--- src/rtl/buserr_diag_pkg.sv ---
package buserr_diag_pkg;
   localparam int CMD_W     = 4;
   localparam int NSIMPLE   = 5;
   localparam int NCAUSE    = NSIMPLE + 2;
   localparam int C_DPAR_MS = NSIMPLE;
   localparam int C_DPAR_DT = NSIMPLE + 1;
   localparam int REG_AW    = 2;
   localparam int CAUSE_LSB = 8;
   localparam int CLR_BIT   = 29;
   localparam int OVF_BIT   = 30;
   localparam int ST_BIT    = 31;

   typedef enum logic [REG_AW-1:0] {
      OFS_ADDR_HI = 2'd0,
      OFS_ADDR_LO = 2'd1,
      OFS_ATTR    = 2'd2,
      OFS_SPARE   = 2'd3
   } reg_ofs_e;
endpackage

--- src/rtl/buserr_cause_decode.sv ---
module buserr_cause_decode
   import buserr_diag_pkg::*;
(
   input  logic [NSIMPLE-1:0] simple_i,
   input  logic               perr_seen_i,
   input  logic               dpar_bad_i,
   input  logic               role_master_i,
   input  logic               xfer_read_i,
   input  logic               perr_resp_en_i,
   output logic [NCAUSE-1:0]  cause_o,
   output logic               any_o
);
   genvar gi;
   generate
      for (gi = 0; gi < NSIMPLE; gi++) begin : g_simple
         assign cause_o[gi] = simple_i[gi];
      end
   endgenerate

   // mastered transfer, parity report seen, and response enabled
   assign cause_o[C_DPAR_MS] = perr_seen_i & role_master_i & perr_resp_en_i;
   // receiving side of the data: master on read, target on write
   assign cause_o[C_DPAR_DT] = dpar_bad_i & (role_master_i == xfer_read_i);

   assign any_o = |cause_o;
endmodule

--- src/rtl/buserr_capture_bank.sv ---
module buserr_capture_bank
   import buserr_diag_pkg::*;
#(
   parameter int ADDR_W = 64,
   parameter int DATA_W = 32
)(
   input  logic              clk,
   input  logic              rst_n,
   input  logic              clr_i,
   input  logic              evt_i,
   input  logic [NCAUSE-1:0] cause_i,
   input  logic [ADDR_W-1:0] addr_i,
   input  logic [CMD_W-1:0]  cmd_i,
   output logic [DATA_W-1:0] hi_o,
   output logic [DATA_W-1:0] lo_o,
   output logic [CMD_W-1:0]  cmd_o,
   output logic [NCAUSE-1:0] cause_o,
   output logic              st_o,
   output logic              ovf_o
);
   localparam int EXT_W = 2 * DATA_W;

   logic [EXT_W-1:0] addr_ext;
   logic             take;

   assign addr_ext = EXT_W'(addr_i);
   assign take     = evt_i & ~st_o & ~clr_i;

   // sticky status and overflow
   always_ff @(posedge clk or negedge rst_n) begin
      if (!rst_n) begin
         st_o  <= 1'b0;
         ovf_o <= 1'b0;
      end else if (clr_i) begin
         st_o  <= 1'b0;
         ovf_o <= 1'b0;
      end else if (evt_i) begin
         if (st_o) ovf_o <= 1'b1;
         else      st_o  <= 1'b1;
      end
   end

   always_ff @(posedge clk or negedge rst_n) begin
      if (!rst_n) begin
         lo_o  <= '0;
         cmd_o <= '0;
      end else if (clr_i) begin
         lo_o  <= '0;
         cmd_o <= '0;
      end else if (take) begin
         lo_o  <= addr_ext[DATA_W-1:0];
         cmd_o <= cmd_i;
      end
   end

   genvar gi;
   generate
      if (ADDR_W > DATA_W) begin : g_hi
         always_ff @(posedge clk or negedge rst_n) begin
            if (!rst_n)      hi_o <= '0;
            else if (clr_i)  hi_o <= '0;
            else if (take)   hi_o <= addr_ext[EXT_W-1:DATA_W];
         end
      end else begin : g_no_hi
         logic unused_hi;
         assign unused_hi = ^addr_ext[EXT_W-1:DATA_W];
         assign hi_o      = '0;
      end

      for (gi = 0; gi < NCAUSE; gi++) begin : g_cause
         always_ff @(posedge clk or negedge rst_n) begin
            if (!rst_n)      cause_o[gi] <= 1'b0;
            else if (clr_i)  cause_o[gi] <= 1'b0;
            else if (take)   cause_o[gi] <= cause_i[gi];
         end
      end
   endgenerate
endmodule

--- src/rtl/buserr_read_mux.sv ---
module buserr_read_mux
   import buserr_diag_pkg::*;
#(
   parameter int DATA_W = 32
)(
   input  logic [REG_AW-1:0] sel_i,
   input  logic [DATA_W-1:0] hi_i,
   input  logic [DATA_W-1:0] lo_i,
   input  logic [DATA_W-1:0] attr_i,
   output logic [DATA_W-1:0] rdata_o
);
   always_comb begin
      unique case (reg_ofs_e'(sel_i))
         OFS_ADDR_HI: rdata_o = hi_i;
         OFS_ADDR_LO: rdata_o = lo_i;
         OFS_ATTR:    rdata_o = attr_i;
         default:     rdata_o = '0;
      endcase
   end
endmodule

--- src/rtl/buserr_diag_capture.sv ---
module buserr_diag_capture
   import buserr_diag_pkg::*;
#(
   parameter int ADDR_W = 64,
   parameter int DATA_W = 32
)(
   input  logic               clk,
   input  logic               rst_n,
   input  logic [NSIMPLE-1:0] simple_evt,
   input  logic               perr_seen,
   input  logic               dpar_bad,
   input  logic               role_master,
   input  logic               xfer_read,
   input  logic               perr_resp_en,
   input  logic [ADDR_W-1:0]  bus_addr,
   input  logic [CMD_W-1:0]   bus_cmd,
   input  logic               reg_wr,
   input  logic [REG_AW-1:0]  reg_addr,
   input  logic [DATA_W-1:0]  reg_wdata,
   output logic [DATA_W-1:0]  reg_rdata
);
   generate
      if (DATA_W < ST_BIT + 1) begin : g_bad_dw
         $error("DATA_W must hold the attribute layout (at least 32)");
      end
      if (ADDR_W < 1 || ADDR_W > 2 * DATA_W) begin : g_bad_aw
         $error("ADDR_W must lie between 1 and 2*DATA_W");
      end
   endgenerate

   logic [NCAUSE-1:0] cause_vec;
   logic [NCAUSE-1:0] cause_q;
   logic              err_any;
   logic              clr;
   logic              st_q;
   logic              ovf_q;
   logic [DATA_W-1:0] hi_q;
   logic [DATA_W-1:0] lo_q;
   logic [CMD_W-1:0]  cmd_q;
   logic [DATA_W-1:0] attr_word;

   assign clr = reg_wr && (reg_addr == OFS_ATTR) && reg_wdata[CLR_BIT];

   logic unused_wdata;
   assign unused_wdata = ^reg_wdata;

   buserr_cause_decode u_dec (
      .simple_i       (simple_evt),
      .perr_seen_i    (perr_seen),
      .dpar_bad_i     (dpar_bad),
      .role_master_i  (role_master),
      .xfer_read_i    (xfer_read),
      .perr_resp_en_i (perr_resp_en),
      .cause_o        (cause_vec),
      .any_o          (err_any)
   );

   buserr_capture_bank #(.ADDR_W(ADDR_W), .DATA_W(DATA_W)) u_bank (
      .clk     (clk),
      .rst_n   (rst_n),
      .clr_i   (clr),
      .evt_i   (err_any),
      .cause_i (cause_vec),
      .addr_i  (bus_addr),
      .cmd_i   (bus_cmd),
      .hi_o    (hi_q),
      .lo_o    (lo_q),
      .cmd_o   (cmd_q),
      .cause_o (cause_q),
      .st_o    (st_q),
      .ovf_o   (ovf_q)
   );

   // clear bit position is left at zero so it always reads back low
   always_comb begin
      attr_word                         = '0;
      attr_word[CMD_W-1:0]              = cmd_q;
      attr_word[CAUSE_LSB +: NCAUSE]    = cause_q;
      attr_word[OVF_BIT]                = ovf_q;
      attr_word[ST_BIT]                 = st_q;
   end

   buserr_read_mux #(.DATA_W(DATA_W)) u_rmux (
      .sel_i   (reg_addr),
      .hi_i    (hi_q),
      .lo_i    (lo_q),
      .attr_i  (attr_word),
      .rdata_o (reg_rdata)
   );
endmodule

--- config.mk ---
export PLATFORM = sky130hd
export DESIGN_NAME = buserr_diag_capture
export DESIGN_NICKNAME = d
export VERILOG_FILES = /design/src/rtl/buserr_diag_pkg.sv /design/src/rtl/buserr_cause_decode.sv /design/src/rtl/buserr_capture_bank.sv /design/src/rtl/buserr_read_mux.sv /design/src/rtl/buserr_diag_capture.sv
export SDC_FILE = /design/constraint.sdc
export NUM_CORES = 1
export LEC_CHECK = 0
export CAP_MARGIN = 20
export CORE_MARGIN = 4
export CORE_UTILIZATION = 38
export CTS_CLUSTER_DIAMETER = 150
export DETAILED_ROUTE_END_ITERATION = 8
export PLACE_DENSITY_LB_ADDON = 0.08
export SLEW_MARGIN = 5
export SYNTH_ARGS = -nofsm -noshare
export SYNTH_HDL_FRONTEND = slang
export SYNTH_SLANG_ARGS = --single-unit
--- constraint.sdc ---
create_clock -name clk -period 1.87 [get_ports clk]
set_input_delay 0.561 -clock clk [delete_from_list [all_inputs] [get_ports clk]]
set_output_delay 0.561 -clock clk [all_outputs]
set_load 0.02 [all_outputs]
==> summary.md, run 1 <==
| Metric | Value |
|---|---|
| Status | `finished, violations left` |
| Failing checks | `setup timing` |
| Clk pin slew, worst setup/hold paths | `80 ps` |
| Worst r2r dst | `u_bank.lo_o[26]` |
| H-tree depth | `3` |
| Global Route met2 Usage | `29.1%` |
| Most common cell after layout, fill and taps aside | `dfrtp_1` |
| Die Width | `102 µm` |
| Avg Inst Size Synth | `12.3 µm²` |
| Slowest cell on the critical path | `mux2i_4` |
| Syn Inst Count | `271` |
| Max Clk Rate | `527 MHz` |
| Ports | `147` |
| Residual DRC | `0` |
| Routed vias | `2775` |
| Fin. Hold Viols | `0` |
| Total power | `4.55 mW` |
| CP Launch Type | `input port` |
| Number of synthesis warnings | `0` |
| CP endpoint kind | `output pin` |
| Seq/Total Area, Yosys | `57.6%` |
| Remaining antenna violation count | `0` |
| Final period util | `101%` |
| Synthesized flop and latch total | `77` |
| Longest Clk Path Bufs | `2` |
| Netlist cell types | `20` |
| Drt wl/cell | `18.5 µm` |
| Vias in the first global route | `2855` |
| Post-Syn Area | `3350 µm²` |
| CTS Buf Count | `9` |
| Pin count of the biggest net entering global routing | `33` |
| Via density | `5.31` |
| Root Buffer | `clkbuf_8` |
| Ys async rst share | `100%` |
| Min cycle time layout | `1900 ps` |
| Delay-heaviest family, CP | `buffers and inverters` |
| Max-slew violation count | `0` |
| Ant diodes | `0` |
| HP Class | `input port to async pin` |
| GRT met3 Usage | `4.85%` |
| Worst Setup SP | `reg_addr[0]` |
| Final worst setup slack | `-25.9 ps` |
| R2r setup slk | `520 ps` |
| Die Ht | `102 µm` |
| Dominant synthesized flop cell | `dfrtp_1` |
| Crit Path Max Fanout | `7` |
| Drt pass-1 iters | `4` |
| Multi-input gate area | `1550 µm²` |
| Wirelength, routed | `9.67 mm` |
| Layout cells sized above 1 | `35.2%` |
| Finish-stage setup viols | `3` |
| Global-route wire length before repair | `14.4 mm` |
| Crit path required time | `1310 ps` |
| Maximum VDD drop | `0.000498 V` |
| GP Congestion | `0.733` |
| Leak | `2.53 nW` |
| Post-Synthesis Net Count | `386` |
| Met1 Use GR | `23.9%` |
| Initial antenna violation count | `0` |
| RSZ-0062 raised after global routing | `yes` |
| Hold Buf Count CTS | `0` |
| GRT busiest layer | `met2` |
| Initial Util | `39.9%` |
| Global route overflow | `0` |
| Nets | `529` |
| Cell Chain, Critical Path | `buf_12 -> buf_16 -> mux2i_4 -> o21ai_2 -> buf_6` |
| Row Count | `33` |
| Stages on worst setup path | `5` |
| Setup_tns | `-49.5 ps` |
| Core Area | `8380 µm²` |
| Least-Margin Pin Slew | `509 ps` |
| Layout filler cell count | `659` |
| Clock Latency Late Sink | `340 ps` |
| DRT iter0 DRCs | `72` |
| Critical Path Max Stage Delay | `180 ps` |
| Buffers on Ports | `115` |
| Die Area | `10400 µm²` |
| Worst relative slew slack | `65.9%` |
| CTS tree | `built` |
| Reg area | `1930 µm²` |
| Number of synthesized flops with an enable pin | `0` |
| Path depth of the worst reg2reg path | `5` |
| CTS sink count | `77` |
| Critical Path End | `reg_rdata[13]` |
| Setup CP Type | `input port to output pin` |
| Commonest non-fill, non-tap cells in the layout | `77 x dfrtp_1, 75 x clkdlybuf4s50_1, 74 x a22o_1, 27 x buf_4, 18 x buf_6` |
| DPL Wire Length | `6.19 mm` |
| Max_cap viols | `0` |
| Pwr Density | `827 nW/µm²` |
| R2r startpoint | `u_bank.st_o` |
| Setup Skew | `10.1 ps` |
| Critical path arrival | `1330 ps` |
| Tot GR Track Use | `17.9%` |
| Area growth syn-to-layout | `64.4%` |
| CP bufs+invs | `3` |
## metrics by stage
stage / util (%) / instances / area, µm² / worst slack [ps] / hold WS (ps)
3_5_place_dp: 58.5 / 497 / 4900 / -586 / 486
2_1_floorplan: - / 271 / 3440 / -18.3 / 265
3_3_place_gp: 58.5 / 497 / 4900 / -610 / 467
4_1_cts: 62.1 / 517 / 5200 / -38.2 / 126
6_report: 65.6 / 523 / 5500 / -25.9 / 129
5_1_grt: 65.6 / 523 / 5500 / -48.9 / 136
## cell type report
type                            instances  area share, %
Timing Repair Buffer                  155           30.6
Tap cell                              105           2.39
Inverter                                1         0.0682
Multi-Input combinational cell        170           28.2
Clock inverter                          4           1.34
Sequential cell                        77           35.0
Clock buffer                           11           2.39
## cells in the mapped netlist, types with 2 or more instances
library cell  count  area, µm²
a22o_1           74        648
and3_1            2       12.5
buf_2             8       40.0
buf_4             2       15.0
buf_6             5       56.3
clkbuf_1          8       30.0
dfrtp_1          77       1930
mux2i_1          32        320
nand2_1          16       60.1
nor2_1           23       86.3
nor3_1            2       10.0
o21ai_0          14       70.1
## worst register-to-register path, delay by kind of cell (launching register included)
kind / cells / cell delay [ps]
AOI/OAI and AO/OA: 2 / 340
buffers and inverters: 2 / 340
DFF: 1 / 440
and+or+nand+nor: 1 / 140
## registers in the layout (all words and copies together) (netlist names)
register        flops
u_bank.cause_o      7
u_bank.cmd_o        4
u_bank.hi_o        32
u_bank.lo_o        32
u_bank.ovf_o        1
u_bank.st_o         1
## where the power goes
part | leakage [nW] | internal (mW) | total, mW | switching, mW
sequential | 1.00 | 1.91 | 2.07 | 0.166
clock | 0.103 | 0.746 | 1.33 | 0.586
combinational | 1.43 | 0.678 | 1.15 | 0.469
total | 2.53 | 3.33 | 4.55 | 1.22
## metal layers
layer	wire length, µm	vias up
met5	0	-
met4	85	0
met3	688	8
met2	4690	87
met1	4200	1374
li1	-	1306
## kinds of logic (layout without fill, tap and decap cells)
family | count (synthesis) | after routing | share of synthesized area [%]
buffers and inverters | 24 | 171 | 4.34
flip-flops | 77 | 77 | 57.6
multiplexers | 32 | 32 | 9.57
AO/OA/AOI/OAI | 92 | 92 | 22.7
XOR/XNOR | 1 | 1 | 0.262
AND/OR/NAND/NOR | 45 | 45 | 5.57
## how the worst min path moves through the flow
stage,from,endpoint,slack [ps]
floorplan,rst_n,u_bank.cause_o[0],270
global placement,u_bank.ovf_o,u_bank.ovf_o,470
detailed placement,u_bank.ovf_o,u_bank.ovf_o,490
CTS,rst_n,u_bank.hi_o[0],130
global route,rst_n,u_bank.hi_o[0],140
finish,rst_n,u_bank.hi_o[0],130
## repair_timing
| item | 4_1_cts | 5_1_grt |
|---|---|---|
| pin swaps | 6 | 7 |
| setup buffers | 2 | 1 |
| gates cloned | 3 | 5 |
| setup endpoints to repair | 88 | 98 |
| resized for setup | 175 | 47 |
Power figures use the tool's default switching activity.
==> run 2: changes to the inputs <==
CORE_MARGIN = 10   (was 4)
==> summary.md, run 2 (synthesized netlist as in run 1, its figures left out) <==
| Metric | Value |
|---|---|
| Crit Path Max Fanout | `13` |
| Global-route wire length before repair | `16.3 mm` |
| Routed vias | `2777` |
| Layout filler cell count | `674` |
| Placed Area | `4890 µm²` |
| Setup CP Type | `input port to output pin` |
| Drt pass-1 iters | `4` |
| Path depth of the worst reg2reg path | `5` |
| CP Launch Type | `input port` |
| Initial antenna violation count | `0` |
| Least-Margin Pin Slew | `402 ps` |
| Final period util | `99.8%` |
| Vias in the first global route | `3094` |
| Critical path arrival | `1310 ps` |
| Min cycle time layout | `1870 ps` |
| Final worst setup slack | `3.27 ps` |
| Tot GR Track Use | `15.6%` |
| Max_cap viols | `0` |
| Global route overflow | `0` |
| DPL Wire Length | `6.81 mm` |
| Critical Path Max Stage Delay | `160 ps` |
| H-tree depth | `3` |
| Pwr Density | `850 nW/µm²` |
| Buffers on Ports | `115` |
| Worst Setup SP | `reg_addr[1]` |
| Commonest non-fill, non-tap cells in the layout | `77 x clkdlybuf4s50_1, 77 x dfrtp_1, 74 x a22o_1, 27 x buf_6, 26 x buf_4` |
| Initial Util | `38.7%` |
| Fin. Hold Viols | `0` |
| Die Ht | `114 µm` |
| Clk pin slew, worst setup/hold paths | `80 ps` |
| RSZ-0062 raised after global routing | `yes` |
| CP endpoint kind | `output pin` |
| Via density | `5.31` |
| Row Count | `34` |
| Layout cells sized above 1 | `33.3%` |
| Finish-stage setup viols | `0` |
| GP Congestion | `0.724` |
| Crit path required time | `1310 ps` |
| Die Area | `13000 µm²` |
| R2r setup slk | `560 ps` |
| Root Buffer | `clkbuf_8` |
| Die Width | `114 µm` |
| Setup Skew | `12.2 ps` |
| Wirelength, routed | `10.1 mm` |
| HP Class | `input port to async pin` |
| Maximum VDD drop | `0.000506 V` |
| Leak | `2.49 nW` |
| Ports | `147` |
| Core Area | `8640 µm²` |
| Clock Latency Late Sink | `350 ps` |
| Status | `finished clean` |
| Cell Chain, Critical Path | `buf_2 -> buf_4 -> buf_12 -> o21ai_2 -> buf_6` |
| Drt wl/cell | `19.4 µm` |
| Residual DRC | `0` |
| Setup WS pre-CTS | `-619 ps` |
| CTS sink count | `77` |
| CTS Buf Count | `9` |
| Longest Clk Path Bufs | `2` |
| Critical Path End | `reg_rdata[13]` |
| Max Clk Rate | `536 MHz` |
| Max-slew violation count | `0` |
| Non-Filler Instances | `523` |
| Design area | `5480 µm²` |
| Pin count of the biggest net entering global routing | `78` |
| Remaining antenna violation count | `0` |
| Area growth syn-to-layout | `63.8%` |
| CTS tree | `built` |
| Largest regs | `u_bank.hi_o x32, u_bank.lo_o x32, u_bank.cause_o x7` |
| Worst r2r dst | `u_bank.cmd_o[0]` |
| Nets | `525` |
| Placed insts | `498` |
| Setup_tns | `0 ps` |
| Slowest cell on the critical path | `buf_4` |
| Ant diodes | `0` |
| R2r startpoint | `u_bank.st_o` |
| Worst relative slew slack | `73.2%` |
| DRT iter0 DRCs | `116` |
[run 2: through the flow]
| stage | hold WS (ps) | util [%] | power [mW] |
|---|---|---|---|
| after floorplan | 265 | - | 2.58 |
| after global placement | 478 | 56.6 | 3.09 |
| after detailed placement | 481 | 56.6 | 3.10 |
| after CTS | 238 | 60.2 | 4.57 |
| after global routing | 253 | 63.5 | 4.90 |
| final | 230 | 63.5 | 4.66 |
[run 2: how the worst min path moves through the flow]
stage / cells past startpoint / slack (ps) / to
2_1_floorplan: 0 / 270 / u_bank.cause_o[0]
3_3_place_gp: 1 / 480 / u_bank.cause_o[6]
3_5_place_dp: 2 / 480 / u_bank.ovf_o
4_1_cts: 2 / 240 / u_bank.lo_o[1]
5_1_grt: 2 / 250 / u_bank.lo_o[30]
6_report: 2 / 230 / u_bank.lo_o[1]
[run 2: cell type report]
type | count | area, µm² | share of cell area [%]
inverter | 1 | 3.75 | 0.0685
timing repair buffer | 151 | 1660 | 30.3
tap | 108 | 135 | 2.47
sequential | 77 | 1930 | 35.2
clock buffer | 10 | 138 | 2.51
clock inverter | 6 | 93.8 | 1.71
multi-input combinational | 170 | 1530 | 27.8
[run 2: report_power, final]
group | total [mW] | switching, mW | internal [mW]
registers | 2.06 | 0.160 | 1.90
logic | 1.15 | 0.471 | 0.677
clock network | 1.45 | 0.646 | 0.800
total | 4.66 | 1.28 | 3.38
[run 2: layer usage]
layer  GRT usage (%)  part of all wire (%)  vias to the layer above
met5               0                     0                        -
met4            5.18                   1.4                        0
met3            4.41                   5.8                       12
met2            24.2                    49                       82
met1            20.5                    44                     1382
li1                -                     -                     1301
[run 2: timing repair]
action / 4_1_cts / 5_1_grt
gates resized for setup: 167 / 64
endpoints found under the setup margin: 107 / 52
setup buffers: 4 / 0
hold endpoints to repair: 0 / 0
hold buffers: 0 / 0
pin swaps: 2 / 3
gates cloned: 4 / 1
[run 2: critical path, delay by kind of cell]
family | cells | cell delay (ps)
buf+inv | 4 | 560
compound gates | 1 | 160
